[src/rtl/pwsym_rx.sv]
module pwsym_rx #(
  parameter int SAMPLE_DLY = 14,
  parameter int EOW_GAP    = 128,
  parameter int EOT_GAP    = 256,
  parameter int DIGITS     = 9,
  localparam int DW = $clog2(SAMPLE_DLY + 1),
  localparam int GW = $clog2(EOT_GAP + 1),
  localparam int IW = $clog2(DIGITS + 2)
) (
  input  logic          clk,
  input  logic          rst_n,
  input  logic          line_in,
  output logic          dig_vld,
  output logic [1:0]    dig_code,
  output logic [IW-1:0] dig_idx,
  output logic          eow,
  output logic          eot,
  output logic          err
);

  logic          s1, s2, s3;
  logic [DW-1:0] dly;
  logic          armed;
  logic [GW-1:0] lowc;
  logic          half, first_long, bad, word_open, active;
  logic [IW-1:0] idx;

  wire rise    = s2 & ~s3;
  wire samp    = armed && (dly == '0);
  wire illegal = ~first_long & s2;
  wire [1:0] code = {first_long & ~s2, first_long & s2};
  wire hit_eow = ~s2 && (lowc == GW'(EOW_GAP - 1)) && word_open;
  wire hit_eot = ~s2 && (lowc == GW'(EOT_GAP - 1)) && active;

  always_ff @(posedge clk or negedge rst_n)
    if (!rst_n) {s1, s2, s3} <= '0;
    else        {s1, s2, s3} <= {line_in, s1, s2};

  always_ff @(posedge clk or negedge rst_n)
    if (!rst_n)                     lowc <= '0;
    else if (s2)                    lowc <= '0;
    else if (lowc != GW'(EOT_GAP))  lowc <= lowc + 1'b1;

  always_ff @(posedge clk or negedge rst_n) begin
    if (!rst_n) begin
      dly <= '0; armed <= 1'b0;
      half <= 1'b0; first_long <= 1'b0; bad <= 1'b0;
      word_open <= 1'b0; active <= 1'b0; idx <= '0;
      dig_vld <= 1'b0; dig_code <= '0; dig_idx <= '0;
      eow <= 1'b0; eot <= 1'b0; err <= 1'b0;
    end else begin
      dig_vld <= 1'b0;
      eow     <= 1'b0;
      eot     <= 1'b0;
      err     <= 1'b0;

      if (rise) begin
        armed     <= 1'b1;
        dly       <= DW'(SAMPLE_DLY - 1);
        word_open <= 1'b1;
        active    <= 1'b1;
      end else if (samp) begin
        armed <= 1'b0;
      end else if (armed) begin
        dly <= dly - 1'b1;
      end

      if (samp) begin
        if (!half) begin
          half       <= 1'b1;
          first_long <= s2;
        end else begin
          half <= 1'b0;
          if (!bad) begin
            if (illegal) begin
              err <= 1'b1;
              bad <= 1'b1;
            end else begin
              if (idx < IW'(DIGITS)) begin
                dig_vld  <= 1'b1;
                dig_code <= code;
                dig_idx  <= idx + 1'b1;
              end
              if (idx <= IW'(DIGITS)) idx <= idx + 1'b1;
            end
          end
        end
      end

      if (hit_eow) begin
        eow       <= 1'b1;
        err       <= !bad && (half || idx != IW'(DIGITS));
        half      <= 1'b0;
        bad       <= 1'b0;
        idx       <= '0;
        word_open <= 1'b0;
      end

      if (hit_eot) begin
        eot    <= 1'b1;
        active <= 1'b0;
      end
    end
  end

endmodule

[config.mk]
export PLATFORM = sky130hd
export DESIGN_NAME = pwsym_rx
export DESIGN_NICKNAME = d
export VERILOG_FILES = /design/src/rtl/pwsym_rx.sv
export SDC_FILE = /design/constraint.sdc
export NUM_CORES = 1
export LEC_CHECK = 0
export ABC_AREA = 1
export BUFFER_PORTS_ARGS = -buffer_cell sky130_fd_sc_hd__buf_2
export CORE_AREA = 4 4 89 91
export DETAILED_ROUTE_END_ITERATION = 12
export DIE_AREA = 0 0 93 95
export GPL_ROUTABILITY_DRIVEN = 0
export GPL_TIMING_DRIVEN = 0
export HOLD_SLACK_MARGIN = 0.03
export SLEW_MARGIN = 10
export SYNTH_ARGS = -nofsm -noshare
export SYNTH_HDL_FRONTEND = slang
export SYNTH_SLANG_ARGS = --single-unit
[constraint.sdc]
create_clock -name clk -period 1.47 [get_ports clk]
set_input_delay 0.0735 -clock clk [delete_from_list [all_inputs] [get_ports clk]]
set_output_delay 0.0735 -clock clk [all_outputs]
set_load 0.02 [all_outputs]
==> results.env <==
CLOCK_SINK_COUNT=36
MAX_CAP_VIOLATIONS=0
MULTI_INPUT_AREA_SQ_UM=795
POST_DRT_WL_PER_CELL_UM=10.6
RSZ0062_AT_GRT='yes'
MOSTFREQUENTLAYOUTCELLS='nand2_1 (39), dfrtp_1 (35), nand3_1 (21), inv_1 (16), nor2_1 (14)'
GRT_FIRST_PASS_WIRELENGTH_UM=5820
SYNTH_NETS=198
H-TREE-DEPTH=2
PLACE_HPWL_UM=2210
SYNTH_WARNINGS=0
LEAKAGE_nW=1.03
DPL_WORST_SLACK_NS=-0.154
GRT_MAX_DEGREE=37
TOTAL_COUNT_OF_HOLD_CHECK_FAILURES_IN_THE_FINAL_REPORT=0
FIN_HOLD_WS_NS=0.353
OUTCOME='finished, violations left'
POSTSYNTH.TOPFLOPCELL='dfrtp_1'
RELSLEWSLACK=0.461
DIE_Y_UM=95
CRITPATHREQUIREDTIME_NS=1.64
DRCVIOLATIONCOUNT=0
NUMBER_OF_FLOPS_MAPPED_TO_ENABLE_CELLS_BY_YOSYS=0
TOP_LEVEL_I_O_COUNT=13
CLOCK_TREE.ROOT_CELL='clkbuf_8'
MAX_FREQ_GHz=0.662
GROUTE.USAGE.OVERALL=0.0841
CTS_TREE='done'
SYNTH_SEQ_AREA_SHARE=0.522
VIAS_IN_THE_FIRST_GLOBAL_ROUTE=1356
DP_CELLS=298
SYNTH_AREA_SQ_MM=0.00173
P_PER_AREA_mW_PER_MM2=1250
WORST-PATH-MAX-FANOUT=3
FINAL-MAX-SLEW-VIOLATION-COUNT=0
CLKLATENCYLATEPIN_NS=0.29
N_ANTENNA_CELL=0
UTILIZATION_AFTER_LAYOUT=0.303
CLOCK_TREE_BUF_DEPTH=2
DRT-VIAS-PER-INSTANCE=4.14
WORSTHOLDPATHTYPE='reg -> reg'
DETAIL-ROUTE-ANTENNA-NETS=0
PORTBUFFERS=12
CRITICAL_PATH_DATA_ARRIVAL_TIME_NS=1.68
CLKTRANSATPATHREGS_NS=0.07
ROUTED-VIA-COUNT=1307
ANTENNA_FOUND_INITIAL=0
SYNTHARSTFLOPSHARE=1.00
FINALSETUPVIOLCOUNT=2
SYNTHTOLAYOUTAREAGROWTH_PCT=25.5
POSTLAYOUTSETUPSLACKWORST_NS=-0.0396
P_TOTAL_mW=2.70
FILLERINSTANCES=768
DRTPASS1ITERATIONS=4
ROUTE.FINAL.WIRE_LENGTH_UM=3350
POST_ROUTE_CELLS_DRIVE_ABOVE_1_SHARE=0.267
SYNTHCELLS=187
VIOLATED_CHECKS='setup timing'
WORST_PIN_SLEW_NS=0.808
START_UTIL=0.242
IR_DROP_V=0.000389
TIMING.SETUP.CRITICAL_PATH_CLASS='reg -> reg'
REGISTER_AREA_SQ_UM=902
POST_LAYOUT_NONFILLER_INSTANCES=316
FLOORPLAN_DIE_WIDTH_UM=93
GRT.OVERFLOW.TOTAL=0
FINCLKSKEW_NS=0.0128
ITER_0_DRT_VIOLATIONS=78
CORE_SQ_MM=0.00714
CTS_MADE_BUFFERS=5
FINAL_CYCLE_SHARE=1.03
NETLIST-CELL-TYPE-COUNT=30
FINAL_NETS=227
ROWS=31
TIMING.CRITICAL_PATH.FROM_TYPE='register'
LAYOUT_COMMONEST_CELL='nand2_1'
FINAL.MIN_CLOCK_PERIOD_NS=1.51
YS_SEQ_ELEMENTS=36
CRIT_PATH_END_KIND='register'
SYN_AVG_CELL_AREA_SQ_UM=9.23
DESIGN.DIE.AREA_SQ_MM=0.00884
## cells in the mapped netlist, drive strengths merged (2+ instances only)
cell type	count	area, sq um
nand3	25	130
a21oi	5	25.0
o21ai	13	68.8
inv	20	77.6
nor3	2	10.0
ha	8	100
dfrtp	36	901
o21bai	2	18.8
nor2	23	135
nand2	41	161
buf	2	16.3
nand4	4	40.0
## final timing paths
path	from	to	slack, ns	depth (start not counted)
max in group asynchronous	rst_n	idx[0]	0.50	2
hold / removal	s1	s2	0.35	0
min in group asynchronous	rst_n	dig_idx[2]	0.41	2
hold reg to reg	s1	s2	0.35	0
setup reg to reg	lowc[0]	active	-0.04	9
setup / recovery	lowc[0]	active	-0.04	9
## what timing repair did
action,CTS,global route
resized for setup,5,19
hold buffers,2,0
hold endpoints to repair,37,0
pin swaps,2,4
buffers inserted,7,2
endpoints found under the setup margin,4,17
## critical path, cell delays in order (launching register included)
cell and delay, ns:
dfrtp_1 0.40, ha_4 0.17, nand3_4 0.07, nor3b_2 0.23, inv_1 0.06, nor2_1 0.09
ha_1 0.15, nand2_1 0.06, o21ai_1 0.11, nand2_1 0.06
## sequential cells by signal, indices dropped and copies added (netlist names), 2 cells and up
| signal | cells |
|---|---|
| dig_code | 2 |
| idx | 4 |
| dly | 4 |
| dig_idx | 4 |
| lowc | 9 |
## through the flow
step           TNS (ns)  area (sq um)
4_1_cts         -0.0370          2090
6_report        -0.0456          2170
3_3_place_gp     -0.162          1910
2_1_floorplan         0          1730
3_5_place_dp     -0.219          1910
5_1_grt          -0.490          2170
## logic make-up after synthesis
kind of cell,share of synthesized area
compound gates,0.0689
simple gates,0.284
xor+xnor,0.0102
flops,0.522
buf+inv,0.0566
fa+ha+maj,0.0580
## layout make-up
cell class              instances  area share
flip-flops and latches         36       0.417
clock buffers                   6      0.0381
repair buffers                 22      0.0716
well taps                      99      0.0572
plain buffers                   2     0.00751
inverters                      21      0.0376
multi-input cells             128       0.367
clock inverters                 2     0.00462
## layer usage
layer  up-vias  share of wire  track usage  wire length (um)
met4         0          0.015       0.0391                50
met1       614           0.49        0.104              1630
li1        666              -            -                 -
met3         4          0.043       0.0303               145
met2        23           0.46        0.131              1530
met5         -              0            0                 0
## power by group
part           switching (mW)  leakage (nW)  internal (mW)  total (mW)
combinational           0.423         0.519          0.263       0.686
sequential              0.139         0.460           1.14        1.28
clock                   0.356        0.0510          0.374       0.730
total                   0.919          1.03           1.78        2.70
Power figures use the tool's default switching activity.
